## src/rtl/twi_pkg.sv

```systemverilog
package twi_pkg;

  typedef enum logic [3:0] {
    ST_IDLE,
    ST_DEV,
    ST_DEV_ACK,
    ST_REG,
    ST_REG_ACK,
    ST_WR,
    ST_WR_ACK,
    ST_RD,
    ST_RD_ACK
  } twi_state_e;

  // Reset value of register idx: fixed pattern with the index in bits 11:8
  function automatic logic [15:0] word_default(input int unsigned idx);
    logic [3:0] nib;
    nib = idx[3:0];
    return 16'hA03C | {4'h0, nib, 8'h00};
  endfunction

endpackage

```

## src/rtl/twi_line_sync.sv

```systemverilog
module twi_line_sync (
  input  logic clk,
  input  logic rst_n,
  input  logic scl_in,
  input  logic sda_in,
  output logic scl_lvl,
  output logic sda_lvl,
  output logic scl_rise,
  output logic scl_fall,
  output logic start_det,
  output logic stop_det
);

  logic [2:0] scl_p;
  logic [2:0] sda_p;

  always_ff @(posedge clk or negedge rst_n) begin
    if (!rst_n) begin
      scl_p <= 3'b111;
      sda_p <= 3'b111;
    end else begin
      scl_p <= {scl_p[1:0], scl_in};
      sda_p <= {sda_p[1:0], sda_in};
    end
  end

  assign scl_lvl   = scl_p[1];
  assign sda_lvl   = sda_p[1];
  assign scl_rise  = scl_p[1] & ~scl_p[2];
  assign scl_fall  = ~scl_p[1] & scl_p[2];
  assign start_det = scl_p[1] & scl_p[2] & ~sda_p[1] & sda_p[2];
  assign stop_det  = scl_p[1] & scl_p[2] & sda_p[1] & ~sda_p[2];

endmodule

```

## src/rtl/twi_regbank.sv

```systemverilog
module twi_regbank
  import twi_pkg::*;
#(
  parameter int NREGS  = 8,
  parameter int NUM_RO = 2,
  parameter int AW     = 8,
  parameter int DW     = 16
) (
  input  logic          clk,
  input  logic          rst_n,
  input  logic          wr_en,
  input  logic [AW-1:0] wr_addr,
  input  logic [DW-1:0] wr_data,
  input  logic [AW-1:0] rd_addr,
  output logic [DW-1:0] rd_data
);

  localparam int IW = (NREGS > 1) ? $clog2(NREGS) : 1;

  logic [DW-1:0] words [NREGS];

  for (genvar i = 0; i < NREGS; i++) begin : g_word
    if (i < NUM_RO) begin : g_ro
      assign words[i] = DW'(word_default(i));
    end else begin : g_rw
      logic [DW-1:0] q;
      logic          we;
      assign we = wr_en && (wr_addr == AW'(i));
      always_ff @(posedge clk or negedge rst_n) begin
        if (!rst_n) begin
          q <= DW'(word_default(i));
        end else if (we) begin
          q <= wr_data;
        end
      end
      assign words[i] = q;
    end
  end

  always_comb begin
    if (rd_addr < AW'(NREGS)) begin
      rd_data = words[rd_addr[IW-1:0]];
    end else begin
      rd_data = '0;
    end
  end

endmodule

```

## src/rtl/twi_proto.sv

```systemverilog
module twi_proto
  import twi_pkg::*;
#(
  parameter logic [6:0] DEV_ADDR = 7'h37
) (
  input  logic        clk,
  input  logic        rst_n,
  input  logic        scl_rise,
  input  logic        scl_fall,
  input  logic        start_det,
  input  logic        stop_det,
  input  logic        sda_lvl,
  input  logic [15:0] rd_data,
  output logic [7:0]  ptr,
  output logic        sda_pull,
  output logic        wr_stb,
  output logic [7:0]  wr_addr,
  output logic [15:0] wr_data,
  output logic        idle
);

  twi_state_e  state_q, state_d;
  logic [2:0]  cnt_q, cnt_d;
  logic        done_q, done_d;
  logic [7:0]  sh_q, sh_d;
  logic [7:0]  tx_q, tx_d;
  logic [15:0] word_q, word_d;
  logic [7:0]  hi_q, hi_d;
  logic        lo_q, lo_d;
  logic        rdm_q, rdm_d;
  logic [7:0]  ptr_q, ptr_d;
  logic        pull_q, pull_d;
  logic        stb_q, stb_d;
  logic [7:0]  waddr_q, waddr_d;
  logic [15:0] wdata_q, wdata_d;

  always_comb begin
    state_d = state_q;
    cnt_d   = cnt_q;
    done_d  = done_q;
    sh_d    = sh_q;
    tx_d    = tx_q;
    word_d  = word_q;
    hi_d    = hi_q;
    lo_d    = lo_q;
    rdm_d   = rdm_q;
    ptr_d   = ptr_q;
    pull_d  = pull_q;
    stb_d   = 1'b0;
    waddr_d = waddr_q;
    wdata_d = wdata_q;

    if (start_det) begin
      state_d = ST_DEV;
      cnt_d   = '0;
      done_d  = 1'b0;
      pull_d  = 1'b0;
      lo_d    = 1'b0;
    end else if (stop_det) begin
      state_d = ST_IDLE;
      cnt_d   = '0;
      done_d  = 1'b0;
      pull_d  = 1'b0;
      lo_d    = 1'b0;
    end else begin
      case (state_q)
        ST_DEV, ST_REG, ST_WR: begin
          if (scl_rise) begin
            sh_d  = {sh_q[6:0], sda_lvl};
            cnt_d = cnt_q + 3'd1;
            if (cnt_q == 3'd7) done_d = 1'b1;
          end else if (scl_fall && done_q) begin
            done_d = 1'b0;
            if (state_q == ST_DEV) begin
              if (sh_q[7:1] == DEV_ADDR) begin
                pull_d  = 1'b1;
                rdm_d   = sh_q[0];
                state_d = ST_DEV_ACK;
              end else begin
                state_d = ST_IDLE;
              end
            end else if (state_q == ST_REG) begin
              pull_d  = 1'b1;
              state_d = ST_REG_ACK;
            end else begin
              pull_d  = 1'b1;
              state_d = ST_WR_ACK;
            end
          end
        end
        ST_DEV_ACK: begin
          if (scl_fall) begin
            cnt_d = '0;
            if (rdm_q) begin
              word_d  = rd_data;
              tx_d    = rd_data[15:8];
              pull_d  = ~rd_data[15];
              lo_d    = 1'b0;
              state_d = ST_RD;
            end else begin
              pull_d  = 1'b0;
              state_d = ST_REG;
            end
          end
        end
        ST_REG_ACK: begin
          if (scl_fall) begin
            pull_d  = 1'b0;
            ptr_d   = sh_q;
            lo_d    = 1'b0;
            cnt_d   = '0;
            state_d = ST_WR;
          end
        end
        ST_WR_ACK: begin
          if (scl_fall) begin
            pull_d  = 1'b0;
            cnt_d   = '0;
            state_d = ST_WR;
            if (!lo_q) begin
              hi_d = sh_q;
              lo_d = 1'b1;
            end else begin
              stb_d   = 1'b1;
              waddr_d = ptr_q;
              wdata_d = {hi_q, sh_q};
              ptr_d   = ptr_q + 8'd1;
              lo_d    = 1'b0;
            end
          end
        end
        ST_RD: begin
          if (scl_rise) begin
            cnt_d = cnt_q + 3'd1;
            if (cnt_q == 3'd7) done_d = 1'b1;
          end else if (scl_fall) begin
            if (done_q) begin
              done_d  = 1'b0;
              pull_d  = 1'b0;
              state_d = ST_RD_ACK;
              if (lo_q) ptr_d = ptr_q + 8'd1;
            end else begin
              tx_d   = {tx_q[6:0], 1'b0};
              pull_d = ~tx_q[6];
            end
          end
        end
        ST_RD_ACK: begin
          if (scl_rise) begin
            if (sda_lvl) state_d = ST_IDLE;
          end else if (scl_fall) begin
            cnt_d   = '0;
            state_d = ST_RD;
            if (!lo_q) begin
              lo_d   = 1'b1;
              tx_d   = word_q[7:0];
              pull_d = ~word_q[7];
            end else begin
              lo_d   = 1'b0;
              word_d = rd_data;
              tx_d   = rd_data[15:8];
              pull_d = ~rd_data[15];
            end
          end
        end
        default: begin
          state_d = ST_IDLE;
        end
      endcase
    end
  end

  always_ff @(posedge clk or negedge rst_n) begin
    if (!rst_n) begin
      state_q <= ST_IDLE;
      cnt_q   <= '0;
      done_q  <= 1'b0;
      sh_q    <= '0;
      tx_q    <= '0;
      word_q  <= '0;
      hi_q    <= '0;
      lo_q    <= 1'b0;
      rdm_q   <= 1'b0;
      ptr_q   <= '0;
      pull_q  <= 1'b0;
      stb_q   <= 1'b0;
      waddr_q <= '0;
      wdata_q <= '0;
    end else begin
      state_q <= state_d;
      cnt_q   <= cnt_d;
      done_q  <= done_d;
      sh_q    <= sh_d;
      tx_q    <= tx_d;
      word_q  <= word_d;
      hi_q    <= hi_d;
      lo_q    <= lo_d;
      rdm_q   <= rdm_d;
      ptr_q   <= ptr_d;
      pull_q  <= pull_d;
      stb_q   <= stb_d;
      waddr_q <= waddr_d;
      wdata_q <= wdata_d;
    end
  end

  assign ptr      = ptr_q;
  assign sda_pull = pull_q;
  assign wr_stb   = stb_q;
  assign wr_addr  = waddr_q;
  assign wr_data  = wdata_q;
  assign idle     = (state_q == ST_IDLE);

endmodule

```

## src/rtl/twi_word_slave.sv

```systemverilog
module twi_word_slave #(
  parameter int   NREGS  = 8,
  parameter int   NUM_RO = 2,
  parameter logic ADDR_X = 1'b0
) (
  input  logic        clk,
  input  logic        rst_n,
  input  logic        scl_in,
  input  logic        sda_in,
  output logic        sda_pull,
  output logic        wr_stb,
  output logic [7:0]  wr_addr,
  output logic [15:0] wr_data
);

  localparam logic [6:0] DEV_ADDR = {3'b011, ADDR_X, 3'b111};

  logic [1:0]  rst_pipe;
  logic        rst_int_n;
  logic        scl_lvl;
  logic        sda_lvl;
  logic        scl_rise;
  logic        scl_fall;
  logic        start_det;
  logic        stop_det;
  logic [7:0]  ptr;
  logic [15:0] rd_data;
  logic        idle;

  always_ff @(posedge clk or negedge rst_n) begin
    if (!rst_n) begin
      rst_pipe <= 2'b00;
    end else begin
      rst_pipe <= {rst_pipe[0], 1'b1};
    end
  end
  assign rst_int_n = rst_pipe[1];

  twi_line_sync u_sync (
    .clk       (clk),
    .rst_n     (rst_int_n),
    .scl_in    (scl_in),
    .sda_in    (sda_in),
    .scl_lvl   (scl_lvl),
    .sda_lvl   (sda_lvl),
    .scl_rise  (scl_rise),
    .scl_fall  (scl_fall),
    .start_det (start_det),
    .stop_det  (stop_det)
  );

  twi_proto #(.DEV_ADDR(DEV_ADDR)) u_proto (
    .clk       (clk),
    .rst_n     (rst_int_n),
    .scl_rise  (scl_rise),
    .scl_fall  (scl_fall),
    .start_det (start_det),
    .stop_det  (stop_det),
    .sda_lvl   (sda_lvl),
    .rd_data   (rd_data),
    .ptr       (ptr),
    .sda_pull  (sda_pull),
    .wr_stb    (wr_stb),
    .wr_addr   (wr_addr),
    .wr_data   (wr_data),
    .idle      (idle)
  );

  twi_regbank #(.NREGS(NREGS), .NUM_RO(NUM_RO), .AW(8), .DW(16)) u_bank (
    .clk     (clk),
    .rst_n   (rst_int_n),
    .wr_en   (wr_stb),
    .wr_addr (wr_addr),
    .wr_data (wr_data),
    .rd_addr (ptr),
    .rd_data (rd_data)
  );

endmodule

```

## config.mk

```make
export PLATFORM = sky130hd
export DESIGN_NAME = twi_word_slave
export DESIGN_NICKNAME = d
export VERILOG_FILES = /design/src/rtl/twi_pkg.sv /design/src/rtl/twi_line_sync.sv /design/src/rtl/twi_regbank.sv /design/src/rtl/twi_proto.sv /design/src/rtl/twi_word_slave.sv
export SDC_FILE = /design/constraint.sdc
export NUM_CORES = 1
export LEC_CHECK = 0
export BUFFER_PORTS_ARGS = -buffer_cell sky130_fd_sc_hd__buf_4
export CELL_PAD_IN_SITES_DETAIL_PLACEMENT = 0
export CELL_PAD_IN_SITES_GLOBAL_PLACEMENT = 1
export CORE_MARGIN = 2
export CORE_UTILIZATION = 35
export DETAILED_ROUTE_END_ITERATION = 10
export MAX_ROUTING_LAYER = met4
export PLACE_DENSITY = 0.61
export SYNTH_ARGS = -nofsm -noshare
export SYNTH_HDL_FRONTEND = slang
export SYNTH_SLANG_ARGS = --single-unit
```

## constraint.sdc

```tcl
create_clock -name clk -period 4.95 [get_ports clk]
set_input_delay 0.2475 -clock clk [delete_from_list [all_inputs] [get_ports clk]]
set_output_delay 0.2475 -clock clk [all_outputs]
set_load 0.05 [all_outputs]
```

==> results of run 1 <==
through the flow:
step / cell area, um^2 / instances
detailed placement: 9070 / 980
global route: 9770 / 1015
CTS: 9770 / 1015
floorplan: 8600 / 660
global placement: 9070 / 980
finish: 9770 / 1015
final timing paths:
path / to / slack (ns)
worst min-delay path: rst_pipe[1] / 0.14
worst max register to register: u_bank.g_word[2].g_rw.q[1] / 2.24
worst max-delay path: u_bank.g_word[2].g_rw.q[1] / 2.24
max in group asynchronous: u_proto.wr_data[2] / 3.34
min in group clk: rst_pipe[1] / 0.35
worst min register to register: rst_pipe[1] / 0.35
synthesized netlist by cell type (all sizes together) (7+ instances only):
master	n
o21ai	33
buf	22
inv	8
mux2i	9
dfstp	53
dfrtp	126
a21oi	34
nor2	26
clkbuf	18
mux4	11
a22oi	16
o22ai	14
nand3	13
mux2	158
nand2b	7
nor3	9
nand2	41
state kept, by name, indices dropped and copies added (netlist names), 7 cells and up:
name                  cells
u_proto.word_q            8
u_bank.g_word.g_rw.q     96
u_proto.ptr               8
u_proto.tx_q              7
u_proto.wr_data          16
u_proto.wr_addr           8
u_proto.hi_q              8
u_proto.sh_q              8
routing by layer:
| layer | vias to the layer above | global-route usage |
|---|---|---|
| met4 | 0 | 0.0402 |
| met2 | 62 | 0.261 |
| met3 | 10 | 0.0256 |
| li1 | 2468 | - |
| met5 | - | - |
| met1 | 2819 | 0.231 |
critical path, cell delays in order (launching register included):
cell and delay (ns):
dfrtp_1 0.39, or4_4 0.56, nor3b_2 0.24, nand2_2 0.12
nor3_4 0.86, mux2_2 0.42
final cells by class:
class                      instances  area share
clock inverter                    13      0.0224
timing repair buffer              39      0.0320
multi-input combinational        433       0.389
clock buffer                      19      0.0464
inverter                           8     0.00307
tap                              324      0.0415
sequential                       179       0.466
repair_timing:
action                    in CTS  in global routing
hold endpoints to repair       4                  0
resized for setup              0                  0
hold buffers                   3                  0
power groups by stage:
stage | sequential [W] | clock (W) | combinational, W
3_3_place_gp | 0.00165 | 0 | 0.000205
5_1_grt | 0.00164 | 0.00162 | 0.000238
3_5_place_dp | 0.00165 | 0 | 0.000212
2_1_floorplan | 0.00160 | 0 | 0.000166
4_1_cts | 0.00163 | 0.00156 | 0.000215
6_report | 0.00163 | 0.00153 | 0.000214
kinds of logic (layout without fill, tap and decap cells):
kind of cell	after synthesis	count (layout)
AO/OA/AOI/OAI	125	125
XOR/XNOR	1	1
AND/OR/NAND/NOR	124	124
adder cells (fa/ha/maj)	4	4
multiplexers	178	178
buffers and inverters	48	79
other	1	1
flip-flops	179	179
==> flow_summary.yaml, run 1 <==
run_status:
  status: "finished, final reports clean"
power_and_ir_drop:
  total_power_w: 0.00337
  p_sw_w: 0.000826
  seq_power_share: 0.483
  swShare: 0.245
  ir_worst_vdd_v: 0.000196
  p_comb_frac: 0.064
  p_leak_nw: 4.29
  power_density_nw_per_um2: 345
  clkPwrFrac: 0.454
  power.internal_w: 0.00254
worst_setup_path:
  critPathMaxFanout: 16
  cp-end-kind: "register"
  reg2reg_from: "u_proto.wr_addr[3]"
  crit_arrival_ns: 3.02
  crit_path_start: "u_proto.wr_addr[3]"
  required_ns: 5.26
  critPathKind: "reg -> reg"
  critical_path.startpoint_type: "register"
  reg2regPathDepth: 5
logic_synthesis:
  syn_inst: 660
  synth_top_cell_area_share: 0.367
  ys_ff_latch: 179
  post_synth_mux_area_share: 0.264
  synth-seq-area-share: 0.529
  synthXorXnorAreaFrac: 0.00102
  yosys.area_share.simple: 0.0787
  dominantRegCellSynth: "dfrtp_1"
  synthTopCellsByArea: "dfrtp_1 (37%), dfstp_2 (16%), mux2_2 (15%), mux2_4 (7.3%), mux4_2 (2.9%)"
  synth_nets: 667
  synth_top_area_cell: "dfrtp_1"
  synth_edf_count: 0
  synth_top_family_by_area: "multiplexers"
  synth_area_per_cell_um2: 13.0
  netlist-cell-type-count: 66
  syn_area_um2: 8600
  synth_compound_area_frac: 0.0915
  async_flop_share: 1.00
  yosysWarnings: 0
  yosys.area_share.adder: 0.00553
sta:
  period_share: 0.547
  finalHoldViolCount: 0
  max_slew_margin: 0.254
  setup_viol: 0
  clock_skew_ns: 0.0152
  worst_pin_slew_ns: 1.12
  hold_ws_ns: 0.136
  layout_setup_ws_ns: 2.24
  drv_slew: 0
  fmax_mhz: 369
  rsz0062_at_grt: "false"
  period_needed_ns: 2.71
  tns_ns: 0
min_path:
  hold_class: "in -> async"
clock_network:
  cts_inserted_buffers: 17
  cts.sinks: 179
  cts_root_buf: "clkbuf_16"
  cts_tree: "done"
  ctsLongestPathBuffers: 2
  clk_pin_slew_ns: 0.07
  post-cts-setup-buffers: 0
  cts_htree_levels: 4
  clk_latency_ns: 0.43
die:
  die_y_um: 161
  pin_count: 30
  row_count: 57
  core_um2: 24200
  die_x_um: 161
  fp.dieArea_um2: 25800
  start_util: 0.355
final_layout:
  final_common_cell: "dfrtp_1"
  final_cell_mix: "dfrtp_1 (124), mux2_2 (116), dfstp_2 (53)"
  finalNetCount: 685
  fin_util: 0.403
  seq_area_um2: 4550
  num_antenna_cells: 0
  drive_above_1_share: 0.446
  num-fill-cells: 2322
  area_growth_pct: 13.6
  multiInputGateArea_um2: 3800
routing:
  ant_nets: 0
  drt_first_pass_iters: 4
  drc: 0
  vias: 5359
  dr_wl_met3_um: 337
  top_layer: "met4"
  post_drt_wl_per_cell_um: 20.0
  totalWireLength_um: 20300
  vias_per_cell: 5.28
  drtIter0Drc: 330
  wl_met2_um: 9760
  wl_met1_um: 10000
job:
  cap_viol_max_count: 0
global_routing:
  antenna_found_initial: 0
  gr-total-overflow: 0
  grt_pass1_wl_um: 32400
  grt_max_degree: 111
  grt.total_usage: 0.167
  grt_pass1_vias: 5589
placement:
  pre_cts_ws_ns: 2.24
  port_buffers: 29
  gp_congestion: 0.815
  hpwlAfterDp_um: 13300
Power figures use the tool's default switching activity.
==> inputs of run 2 (changes only) <==
--- a/config.mk
+++ b/config.mk
@@ -5,6 +5,7 @@
 export SDC_FILE = /design/constraint.sdc
 export NUM_CORES = 1
 export LEC_CHECK = 0
+export ABC_AREA = 1
 export BUFFER_PORTS_ARGS = -buffer_cell sky130_fd_sc_hd__buf_4
 export CELL_PAD_IN_SITES_DETAIL_PLACEMENT = 0
 export CELL_PAD_IN_SITES_GLOBAL_PLACEMENT = 1
@@ -12,7 +13,7 @@
 export CORE_UTILIZATION = 35
 export DETAILED_ROUTE_END_ITERATION = 10
 export MAX_ROUTING_LAYER = met4
-export PLACE_DENSITY = 0.61
+export PLACE_DENSITY = 0.63
 export SYNTH_ARGS = -nofsm -noshare
 export SYNTH_HDL_FRONTEND = slang
 export SYNTH_SLANG_ARGS = --single-unit
==> constraint.sdc (replaced) <==
create_clock -name clk -period 2.6 [get_ports clk]
set_input_delay 0.13 -clock clk [delete_from_list [all_inputs] [get_ports clk]]
set_output_delay 0.13 -clock clk [all_outputs]
set_load 0.05 [all_outputs]
==> flow_summary.yaml, run 2 <==
placement:
  gp_congestion: 0.869
  port_buffers: 29
  hpwlAfterDp_um: 16200
  post-place-cells: 1366
sta:
  drv_slew: 0
  period_needed_ns: 2.00
  period_share: 0.770
  max_slew_margin: 0.647
  rsz0062_at_grt: "false"
  hold_ws_ns: 0.269
  fmax_mhz: 499
  finalHoldViolCount: 0
  setup_viol: 0
  worst_pin_slew_ns: 0.526
  tns_ns: 0
  clock_skew_ns: 0.0119
worst_setup_path:
  max_stage_delay_ns: 0.58
  cp-end-kind: "register"
  crit_path_top_delay_cell: "dfstp_2"
  crit_arrival_ns: 2.33
  critPathMaxFanout: 17
  critical_path.startpoint_type: "register"
  required_ns: 2.93
  critPathBufInv: 3
  path_cells: "inv_1, nor2_1, inv_1, nor2_4, nor2_1, nand2_1, inv_1, nand2_1, nor2_1, nand3_1, nand2_1"
  critPathKind: "reg -> reg"
  cp_top_family: "simple AND/OR/NAND/NOR gates"
global_routing:
  grt_max_degree: 59
  grt.total_usage: 0.211
  grt_pass1_wl_um: 38600
  antenna_found_initial: 0
  grt_pass1_vias: 6656
  gr-total-overflow: 0
routing:
  totalWireLength_um: 23900
  vias: 6774
  post_drt_wl_per_cell_um: 17.0
  ant_nets: 0
  drc: 0
  drtIter0Drc: 454
  vias_per_cell: 4.83
  drt_first_pass_iters: 5
final_layout:
  final_common_cell: "nand2_1"
  area_growth_pct: 16.0
  final_cell_mix: "nand2_1 (326), o21ai_0 (180), dfrtp_1 (125)"
  finalNetCount: 1077
  largest_reg_flops: 96
  instances_no_fill: 1402
  num_antenna_cells: 0
  largest_register: "u_bank.g_word.g_rw.q"
  drive_above_1_share: 0.149
logic_synthesis:
  yosysWarnings: 0
  synth_top_area_cell: "dfrtp_1"
  syn_area_um2: 8330
  synth_area_per_cell_um2: 8.04
  synth_common_cells: "nand2_1 (326), o21ai_0 (180), dfrtp_1 (126), nor2_1 (85), inv_1 (73)"
  synth_edf_count: 0
  dominantRegCellSynth: "dfrtp_1"
  netlist-cell-type-count: 34
  synth-seq-area-share: 0.546
  synth.most_common_cell: "nand2_1"
  async_flop_share: 1.00
  ys_ff_latch: 179
  synth_nets: 1043
  synthTopCellsByArea: "dfrtp_1 (38%), dfstp_2 (17%), nand2_1 (15%), o21ai_0 (11%), nor2_1 (3.8%)"
  synth_top_cell_area_share: 0.379
  syn_inst: 1036
clock_network:
  clk_pin_slew_ns: 0.08
  cts.sinks: 179
  ctsLongestPathBuffers: 2
  cts_htree_levels: 4
  clk_latency_ns: 0.43
  cts_root_buf: "clkbuf_16"
  post-cts-setup-buffers: 0
  cts_tree: "done"
  cts_inserted_buffers: 17
  post_cts_resized: 0
min_path:
  hold_class: "reg -> async"
die:
  start_util: 0.356
  die_y_um: 158
  core_um2: 23400
  die_x_um: 158
  fp.dieArea_um2: 25000
  row_count: 56
  pin_count: 30
power_and_ir_drop:
  ir_worst_vdd_v: 0.000504
  p_leak_nw: 4.26
  power_density_nw_per_um2: 794
job:
  cap_viol_max_count: 0
run_status:
  status: "finished, final reports clean"
run 2: cell types whose count changed after synthesis, sizes merged, moves of 18 or more:
| cell | previous run | this run |
|---|---|---|
| nand2 | 41 | 330 |
| nand3 | 13 | 56 |
| clkbuf | 18 | 36 |
| mux2 | 158 | 0 |
| inv | 8 | 79 |
| o21ai | 33 | 189 |
| nor2 | 26 | 91 |
run 2: where the power goes:
part,switching [W],internal [W],total (W)
sequential,0.000170,0.00297,0.00314
combinational,0.00128,0.000573,0.00185
clock,0.00128,0.00139,0.00267
total,0.00273,0.00494,0.00767
run 2: per-layer routing:
layer	routed length (um)	GRT usage	vias to the layer above
li1	-	-	3434
met1	12200	0.302	3218
met2	10700	0.321	107
met3	639	0.0290	15
met4	295	0.0485	0
met5	0	-	-
run 2: final cells by class:
| cell class | instances | area, um^2 |
|---|---|---|
| tap | 319 | 399 |
| inverter | 79 | 297 |
| multi-input combinational | 735 | 3300 |
| clock inverter | 15 | 188 |
| fill | 2497 | 13700 |
| timing repair buffer | 58 | 495 |
| clock buffer | 17 | 425 |
| sequential | 179 | 4550 |
run 2: per-stage QoR:
step / total power (W) / worst slack, ns / area, um^2 / util
detailed placement: 0.00508 / 0.592 / 9000 / 0.385
global route: 0.00814 / 0.388 / 9660 / 0.413
floorplan: 0.00437 / 0.786 / 8330 / -
CTS: 0.00780 / 0.572 / 9660 / 0.413
global placement: 0.00510 / 0.609 / 9000 / 0.385
finish: 0.00767 / 0.597 / 9660 / 0.413
run 2: final timing paths:
check,start,end,slack (ns),cells after the start
worst max-delay path,u_sync.scl_p[1],u_proto.state_q[3],0.60,11
worst min-delay path,rst_pipe[1],u_proto.wr_data[12],0.27,0
worst max register to register,u_sync.scl_p[1],u_proto.state_q[3],0.60,11
worst min register to register,rst_pipe[1],u_proto.wr_data[12],0.27,0
max in group asynchronous,rst_pipe[1],u_bank.g_word[4].g_rw.q[4],1.60,1
min in group clk,sda_in,u_sync.sda_p[0],0.34,2
run 2: timing repair:
action                                 CTS  global route
hold buffers                             4             0
endpoints found under the hold margin    4             0
setup endpoints to repair                0             0
run 2: cell families after synthesis:
| group | count (synthesis) | synth area share |
|---|---|---|
| buf+inv | 122 | 0.0573 |
| xor+xnor | 3 | 0.00316 |
| simple gates | 505 | 0.251 |
| fa+ha+maj | 3 | 0.00451 |
| other cells | 1 | 0.000450 |
| flops | 179 | 0.546 |
| compound gates | 223 | 0.138 |
run 2: worst register-to-register path: cells and delay by family (launching register included):
kind / cells / cell delay, ns
flops: 1 / 0.58
simple gates: 8 / 1.03
buf+inv: 3 / 0.28
==> inputs of run 3 (changes only) <==
--- a/config.mk
+++ b/config.mk
@@ -5,7 +5,7 @@
 export SDC_FILE = /design/constraint.sdc
 export NUM_CORES = 1
 export LEC_CHECK = 0
-export ABC_AREA = 1
+export ABC_AREA = 0
 export BUFFER_PORTS_ARGS = -buffer_cell sky130_fd_sc_hd__buf_4
 export CELL_PAD_IN_SITES_DETAIL_PLACEMENT = 0
 export CELL_PAD_IN_SITES_GLOBAL_PLACEMENT = 1
@@ -13,7 +13,7 @@
 export CORE_UTILIZATION = 35
 export DETAILED_ROUTE_END_ITERATION = 10
 export MAX_ROUTING_LAYER = met4
-export PLACE_DENSITY = 0.63
+export PLACE_DENSITY = 0.59
 export SYNTH_ARGS = -nofsm -noshare
 export SYNTH_HDL_FRONTEND = slang
 export SYNTH_SLANG_ARGS = --single-unit
==> constraint.sdc (replaced) <==
create_clock -name clk -period 1.95 [get_ports clk]
set_input_delay 0.0975 -clock clk [delete_from_list [all_inputs] [get_ports clk]]
set_output_delay 0.0975 -clock clk [all_outputs]
set_load 0.05 [all_outputs]
==> flow_summary.yaml, run 3 (synthesis results as in run 1) <==
run_status:
  status: "complete, but fails checks"
  violations: "negative setup slack"
placement:
  hpwlAfterDp_um: 14700
  post-place-cells: 1048
  gp_congestion: 0.792
  port_buffers: 29
  pre_cts_ws_ns: -0.240
final_layout:
  finalNetCount: 764
  instances_no_fill: 1094
  area_growth_pct: 25.9
  largest_reg_flops: 96
  num_antenna_cells: 0
  final_common_cell: "dfrtp_1"
  num-fill-cells: 2218
  fin_util: 0.446
  final_cell_mix: "dfrtp_1 (120), buf_4 (87), mux2_4 (81)"
  drive_above_1_share: 0.536
  largest_register: "u_bank.g_word.g_rw.q"
worst_setup_path:
  worstReg2RegEnd: "u_bank.g_word[5].g_rw.q[12]"
  endpoint: "u_bank.g_word[5].g_rw.q[12]"
  reg2reg_from: "u_proto.wr_addr[4]"
  critPathMaxFanout: 6
  timing.reg2reg.setup_slack_ns: -0.22
  cp_top_family: "simple AND/OR/NAND/NOR gates"
  critical_path.startpoint_type: "register"
  path_depth: 7
  reg2regPathDepth: 7
  max_stage_delay_ns: 0.55
  critPathKind: "reg -> reg"
  cp-end-kind: "register"
  crit_path_top_delay_cell: "or4_4"
  critPathBufInv: 2
  crit_arrival_ns: 2.48
  crit_path_start: "u_proto.wr_addr[4]"
  required_ns: 2.26
  crit_top_cell: "buf_12"
  path_cells: "or4_4, nor2_1, nand4b_1, nor2_4, buf_12, buf_12, mux2_4"
routing:
  vias_per_cell: 5.19
  drt_first_pass_iters: 5
  vias: 5683
  post_drt_wl_per_cell_um: 20.2
  totalWireLength_um: 22100
  drtIter0Drc: 287
  drc: 0
  ant_nets: 0
die:
  pin_count: 30
  row_count: 57
  core_um2: 24200
  start_util: 0.355
  die_x_um: 161
  die_y_um: 161
  fp.dieArea_um2: 25800
sta:
  period_share: 1.11
  finalHoldViolCount: 0
  fmax_mhz: 462
  clock_skew_ns: 0.0106
  period_needed_ns: 2.17
  hold_ws_ns: 0.242
  layout_setup_ws_ns: -0.216
  setup_viol: 97
  rsz0062_at_grt: "true"
  drv_slew: 0
clock_network:
  cts_root_buf: "clkbuf_16"
  clk_latency_ns: 0.43
  cts_inserted_buffers: 17
  cts_htree_levels: 4
  cts_tree: "done"
  ctsLongestPathBuffers: 2
  cts.sinks: 179
  clk_pin_slew_ns: 0.07
job:
  cap_viol_max_count: 0
global_routing:
  grt_max_degree: 66
  grt.total_usage: 0.186
  grt_pass1_vias: 6115
  gr-total-overflow: 0
  antenna_found_initial: 0
  grt_pass1_wl_um: 36000
power_and_ir_drop:
  p_leak_nw: 4.78
  power_density_nw_per_um2: 764
  ir_worst_vdd_v: 0.000471
  total_power_w: 0.00828
min_path:
  hold_class: "reg -> async"
## run 3: cell type report
class                           count  area (um^2)  area share
Inverter                            8         33.8     0.00312
Tap cell                          324          405      0.0374
Clock buffer                       18          439      0.0406
Multi-Input combinational cell    433         4060       0.375
Timing Repair Buffer              118         1180       0.109
Sequential cell                   179         4560       0.421
Clock inverter                     14          153      0.0141
## run 3: report_power, final
part / switching [W] / leakage, nW / internal, W
combinational: 0.000404 / 2.20 / 0.000354
clock: 0.00155 / 0.293 / 0.00194
sequential: 0.000187 / 2.28 / 0.00384
total: 0.00214 / 4.78 / 0.00613
## run 3: how the worst min path moves through the flow
stage	to	slack (ns)
after floorplan	rst_pipe[0]	-0.20
after global placement	rst_pipe[0]	-0.12
after detailed placement	rst_pipe[0]	-0.12
after CTS	u_proto.hi_q[7]	0.25
after global routing	u_proto.hi_q[7]	0.27
final	u_proto.hi_q[7]	0.24
## run 3: routing by layer
metal | global-route usage | share of wire | up-vias | wire length [um]
met2 | 0.295 | 0.48 | 80 | 10700
met3 | 0.0271 | 0.023 | 16 | 504
met4 | 0.0422 | 0.0094 | 0 | 208
met5 | - | 0 | - | 0
li1 | - | - | 2618 | -
met1 | 0.254 | 0.48 | 2969 | 10700
## run 3: what timing repair did
action                                 4_1_cts  5_1_grt
setup endpoints to repair                  113      126
pin swaps                                   10        9
buffers inserted                             4        4
endpoints found under the hold margin        4        0
gates resized for setup                     40       29
cloned                                       2        0
hold buffers                                 4        0
## run 3: stage by stage
| step | instance area, um^2 | TNS, ns |
|---|---|---|
| after floorplan | 8690 | -23.73 |
| after global placement | 9780 | -12.19 |
| after detailed placement | 9780 | -13.49 |
| after CTS | 10700 | -14.77 |
| after global routing | 10800 | -20.42 |
| final | 10800 | -12.93 |
